===== src/rtl/tcm_pkg.sv =====
package tcm_pkg;
   // control register holding the two window enables
   localparam int unsigned CTRL_IDX = 1;
   // bit positions of the enables in that register
   localparam int unsigned DEN_BIT  = 0;
   localparam int unsigned IEN_BIT  = 1;
   // number of windows handled
   localparam int unsigned N_WIN    = 2;
   localparam int unsigned WIN_INSTR = 0;
   localparam int unsigned WIN_DATA  = 1;

   typedef struct packed {
      logic ien;
      logic den;
   } tcm_en_t;
endpackage


===== src/rtl/tcm_window_decode.sv =====
module tcm_window_decode #(
   parameter int unsigned          ADDR_W    = 32,
   parameter logic [ADDR_W-1:0]    BASE      = '0,
   parameter int unsigned          SIZE_LOG2 = 15
) (
   input  logic [ADDR_W-1:0] addr_i,
   output logic              hit_o
);
   generate
      if (SIZE_LOG2 >= ADDR_W) begin : g_full
         assign hit_o = 1'b1;
      end else begin : g_cmp
         localparam int unsigned TAG_W = ADDR_W - SIZE_LOG2;
         localparam logic [TAG_W-1:0] BASE_TAG = BASE[ADDR_W-1:SIZE_LOG2];
         assign hit_o = (addr_i[ADDR_W-1:SIZE_LOG2] == BASE_TAG);
      end
   endgenerate
endmodule


===== src/rtl/tcm_ctrl_reg.sv =====
module tcm_ctrl_reg
   import tcm_pkg::*;
#(
   parameter int unsigned DATA_W = 32,
   parameter int unsigned IDX_W  = 4
) (
   input  logic              clk,
   input  logic              rst_n,
   input  logic              init_mem_i,
   input  logic              we_i,
   input  logic [IDX_W-1:0]  idx_i,
   input  logic [DATA_W-1:0] wdata_i,
   output tcm_en_t           en_o,
   output logic [DATA_W-1:0] rdata_o
);
   localparam logic [IDX_W-1:0] SEL_IDX = IDX_W'(CTRL_IDX);

   tcm_en_t en_q;
   logic    wr_hit;
   logic    unused_wdata;

   assign wr_hit       = we_i && (idx_i == SEL_IDX);
   assign unused_wdata = ^wdata_i;

   always_ff @(posedge clk) begin
      if (!rst_n) begin
         en_q.ien <= init_mem_i;
         en_q.den <= init_mem_i;
      end else if (wr_hit) begin
         en_q.ien <= wdata_i[IEN_BIT];
         en_q.den <= wdata_i[DEN_BIT];
      end
   end

   always_comb begin
      rdata_o = '0;
      if (idx_i == SEL_IDX) begin
         rdata_o[IEN_BIT] = en_q.ien;
         rdata_o[DEN_BIT] = en_q.den;
      end
   end

   assign en_o = en_q;
endmodule


===== src/rtl/tcm_enable_router.sv =====
module tcm_enable_router
   import tcm_pkg::*;
#(
   parameter int unsigned       ADDR_W     = 32,
   parameter int unsigned       DATA_W     = 32,
   parameter int unsigned       IDX_W      = 4,
   parameter logic [ADDR_W-1:0] ITCM_BASE  = 32'h0000_0000,
   parameter int unsigned       ITCM_LOG2  = 15,
   parameter logic [ADDR_W-1:0] DTCM_BASE  = 32'h0040_0000,
   parameter int unsigned       DTCM_LOG2  = 15,
   parameter logic [ADDR_W-1:0] HIVEC_ADDR = 32'hFFFF_0000,
   parameter logic [ADDR_W-1:0] LOVEC_ADDR = 32'h0000_0000
) (
   input  logic              clk,
   input  logic              rst_n,
   input  logic              init_mem_i,
   input  logic              hivec_i,
   input  logic              req_valid_i,
   input  logic [ADDR_W-1:0] req_addr_i,
   input  logic              cfg_we_i,
   input  logic [IDX_W-1:0]  cfg_idx_i,
   input  logic [DATA_W-1:0] cfg_wdata_i,
   output logic [DATA_W-1:0] cfg_rdata_o,
   output logic [ADDR_W-1:0] boot_vec_o,
   output logic              sel_itcm_o,
   output logic              sel_dtcm_o,
   output logic              sel_bus_o
);
   localparam int unsigned MAX_LOG2 = (ITCM_LOG2 > DTCM_LOG2) ? ITCM_LOG2 : DTCM_LOG2;
   localparam int unsigned IDX_MAX  = (1 << IDX_W) - 1;

   // elaboration-time parameter checks
   generate
      if (ITCM_LOG2 >= ADDR_W || DTCM_LOG2 >= ADDR_W) begin : g_err_size
         $error("window size must be smaller than the address space");
      end
      if (DATA_W <= IEN_BIT || DATA_W <= DEN_BIT) begin : g_err_dw
         $error("register data too narrow for enable bits");
      end
      if (IDX_MAX < CTRL_IDX) begin : g_err_idx
         $error("register index too narrow");
      end
      if ((ITCM_BASE >> ITCM_LOG2) << ITCM_LOG2 != ITCM_BASE) begin : g_err_ialign
         $error("instruction window base not aligned to its size");
      end
      if ((DTCM_BASE >> DTCM_LOG2) << DTCM_LOG2 != DTCM_BASE) begin : g_err_dalign
         $error("data window base not aligned to its size");
      end
      if ((ITCM_BASE >> MAX_LOG2) == (DTCM_BASE >> MAX_LOG2)) begin : g_err_overlap
         $error("instruction and data windows overlap");
      end
      if ((HIVEC_ADDR >> ITCM_LOG2) == (ITCM_BASE >> ITCM_LOG2) ||
          (HIVEC_ADDR >> DTCM_LOG2) == (DTCM_BASE >> DTCM_LOG2)) begin : g_err_hivec
         $error("high boot vector must lie in bus space");
      end
   endgenerate

   tcm_en_t           en_s;
   logic              ien_s;
   logic              den_s;
   logic [N_WIN-1:0]  win_hit;
   logic              go_itcm;
   logic              go_dtcm;

   tcm_ctrl_reg #(
      .DATA_W (DATA_W),
      .IDX_W  (IDX_W)
   ) u_ctrl (
      .clk        (clk),
      .rst_n      (rst_n),
      .init_mem_i (init_mem_i),
      .we_i       (cfg_we_i),
      .idx_i      (cfg_idx_i),
      .wdata_i    (cfg_wdata_i),
      .en_o       (en_s),
      .rdata_o    (cfg_rdata_o)
   );

   for (genvar g = 0; g < N_WIN; g++) begin : g_win
      localparam logic [ADDR_W-1:0] W_BASE = (g == WIN_INSTR) ? ITCM_BASE : DTCM_BASE;
      localparam int unsigned       W_LOG2 = (g == WIN_INSTR) ? ITCM_LOG2 : DTCM_LOG2;
      tcm_window_decode #(
         .ADDR_W    (ADDR_W),
         .BASE      (W_BASE),
         .SIZE_LOG2 (W_LOG2)
      ) u_dec (
         .addr_i (req_addr_i),
         .hit_o  (win_hit[g])
      );
   end

   assign ien_s   = en_s.ien;
   assign den_s   = en_s.den;
   assign go_itcm = win_hit[WIN_INSTR] && ien_s;
   assign go_dtcm = win_hit[WIN_DATA]  && den_s && !go_itcm;

   assign sel_itcm_o = req_valid_i && go_itcm;
   assign sel_dtcm_o = req_valid_i && go_dtcm;
   assign sel_bus_o  = req_valid_i && !go_itcm && !go_dtcm;

   assign boot_vec_o = hivec_i ? HIVEC_ADDR : LOVEC_ADDR;
endmodule


===== config.mk =====
export PLATFORM = sky130hd
export DESIGN_NAME = tcm_enable_router
export DESIGN_NICKNAME = d
export VERILOG_FILES = /design/src/rtl/tcm_pkg.sv /design/src/rtl/tcm_window_decode.sv /design/src/rtl/tcm_ctrl_reg.sv /design/src/rtl/tcm_enable_router.sv
export SDC_FILE = /design/constraint.sdc
export NUM_CORES = 1
export LEC_CHECK = 0
export ABC_AREA = 0
export BUFFER_PORTS_ARGS = -buffer_cell sky130_fd_sc_hd__buf_2
export CORE_AREA = 2 2 54 56
export CTS_BUF_LIST = sky130_fd_sc_hd__clkbuf_2
export DETAILED_ROUTE_END_ITERATION = 7
export DIE_AREA = 0 0 56 58
export PLACE_DENSITY_LB_ADDON = 0.1
export SKIP_LAST_GASP = 1
export SLEW_MARGIN = 20
export SYNTH_ARGS = -nofsm -noshare
export SYNTH_HDL_FRONTEND = slang
export SYNTH_SLANG_ARGS = --single-unit
export TNS_END_PERCENT = 1

===== constraint.sdc =====
create_clock -name clk -period 3.2 [get_ports clk]
set_input_delay 0.64 -clock clk [delete_from_list [all_inputs] [get_ports clk]]
set_output_delay 0.64 -clock clk [all_outputs]
set_load 0.01 [all_outputs]

==> metrics.txt <==
status complete, no violations; Routed WL per cell 7.50 um; hpwl dp 969 um; I/O Buffers 32; Worst IR Drop VDD 0.0936 mV; via count 423; share of layout cells above drive strength 1 0.343; Max clock buf depth 2; TritonCTS clock tree built; critical path's slowest cell nor4_1; setup TNS 0 ps; DIE AREA 3250 um^2; LEAKAGE 0.360 nW; final-layout fill cell count 313; area of the core 2660 um^2; post-synth top area share 0.711; CTS sink count 2; Initial DRC Count 11; buffer count from post-CTS setup fixing 0; worst hold path type input port to register; Ports 141; crit-path max cell delay 270 ps; initial core utilization 0.246; synth warn 0; Post-DRT Antenna Nets 0; worst hold start cfg_wdata_i[0]; htree depth 1; Commonest cells post-synth buf_4, nand2_1, nor4_1; drt via density 3.11; first-pass GRT wire length 1.36 mm; RSZ-0062 raised after global routing false; Ant. Diodes 0; Die Ht 58 um; top cells by area, synth buf_4, edfxtp_1, nand2_1, nor4_1, o21a_1; startpoint types input port; Hold Slack 729 ps; hold depth 3; Synth async-reset ratio 0; CP cell instances buf_2 > nor4_1 > nand4_1 > nor4_1 > buf_2; # resized after CTS 0; FMAX 456 MHz; post-synth top area cell buf_4; Post-Syn Area per Cell 7.52 um^2; total grt overflow 0; WL final 1.02 mm; Arr. time, crit path 1550 ps; Levels on crit path 5; Worst Path Class, Setup input port to primary output; post-synthesis sequential area ratio 0.0918; cell with the most instances after synthesis buf_4; gp weighted congestion 0.655; hold-critical path endpoint u_ctrl.en_o[0]; largest net degree at the start of global routing 17; Critical Path Sink Type primary output; Cell Rows 19; Critical path buffers and inverters 2; Post-Syn Area 654 um^2; max-slew violations 0; Total Routing Usage GR 0.0562; Final Util 0.215; EDFF count, synth 2; register area 60.1 um^2; Pwr Total 0.000124 W; Syn-to-layout area delta -12.6%; Mapped Cells 87; Nets 181; Crit Path Max Fanout 3; PwrDens 217 nW/um^2; Final Hold Fails 0; hold buffers post-CTS 0; Final Cycle Share 0.685; CTS Root Cell clkbuf_2; clock-pin transition on the worst setup and hold timing paths 30 ps; area of the multi-input gates 290 um^2; vias in the first global route 320; CTS Buf Count 3; DRC 0; Die W 56 um; post-synthesis sequential element count 2; final setup vio count 0; worst path required time 2560 ps; initial antenna violation count 0; post-synth cell types 13; Final Critical Period 2190 ps; maxcap violations 0; crit-path leading delay family simple AND/OR/NAND/NOR gates; Main synth FF type edfxtp_1; DR pass1 iterations 4; Largest register FFs 2
==> routing by layer <==
layer	routed length (um)	global-route usage	vias to the layer above
li1	-	-	206
met1	289	0.0516	170
met2	582	0.0992	47
met3	149	0.0246	0
met4	0	0.0408	0
met5	0	0	-
==> final cells by class <==
type	instances	area share
repair buffers	32	0.280
clock buffers	3	0.0263
multi-input cells	66	0.508
inverters	2	0.0131
well taps	31	0.0678
flip-flops and latches	2	0.105
==> worst max path at each step <==
stage,endpoint,start
floorplan,sel_itcm_o,req_addr_i[17]
global placement,sel_itcm_o,req_addr_i[24]
detailed placement,sel_itcm_o,req_addr_i[28]
CTS,sel_itcm_o,req_addr_i[28]
global route,sel_itcm_o,req_addr_i[17]
finish,sel_itcm_o,req_addr_i[17]
==> stage by stage <==
step | worst slack, ps | cell area (um^2) | cells
detailed placement | 977 | 557 | 133
finish | 1010 | 572 | 136
global route | 869 | 572 | 136
CTS | 977 | 572 | 136
global placement | 952 | 557 | 133
floorplan | 1140 | 823 | 132
==> power by group <==
part / internal (W) / switching, W / total, W
combinational: 0.0000163 / 0.0000351 / 0.0000515
clock: 0.0000249 / 0.0000138 / 0.0000387
sequential: 0.0000323 / 0.00000151 / 0.0000338
total: 0.0000735 / 0.0000504 / 0.000124
==> layout by cell type, fill, tap and decap left out <==
cell | Yosys | final
nor4_1 | 4 | 4
inv_1 | 2 | 2
o21a_1 | 2 | 2
clkbuf_2 | 0 | 3
nand2b_1 | 1 | 1
nand2_1 | 7 | 7
conb_1 | 1 | 46
nor4b_1 | 1 | 1
and2_1 | 2 | 2
edfxtp_1 | 2 | 2
nand4_1 | 1 | 1
nor3_1 | 1 | 1
nor4_2 | 1 | 1
buf_2 | 0 | 32
==> cells by family (layout without fill, tap and decap cells) <==
family | Yosys count | in the layout | share of synthesized area
buffers and inverters | 64 | 37 | 0.723
and+or+nand+nor | 18 | 18 | 0.157
AOI/OAI and AO/OA | 2 | 2 | 0.0229
DFF | 2 | 2 | 0.0918
other | 1 | 46 | 0.00573
Note: power is estimated with default switching activity, not from simulation.
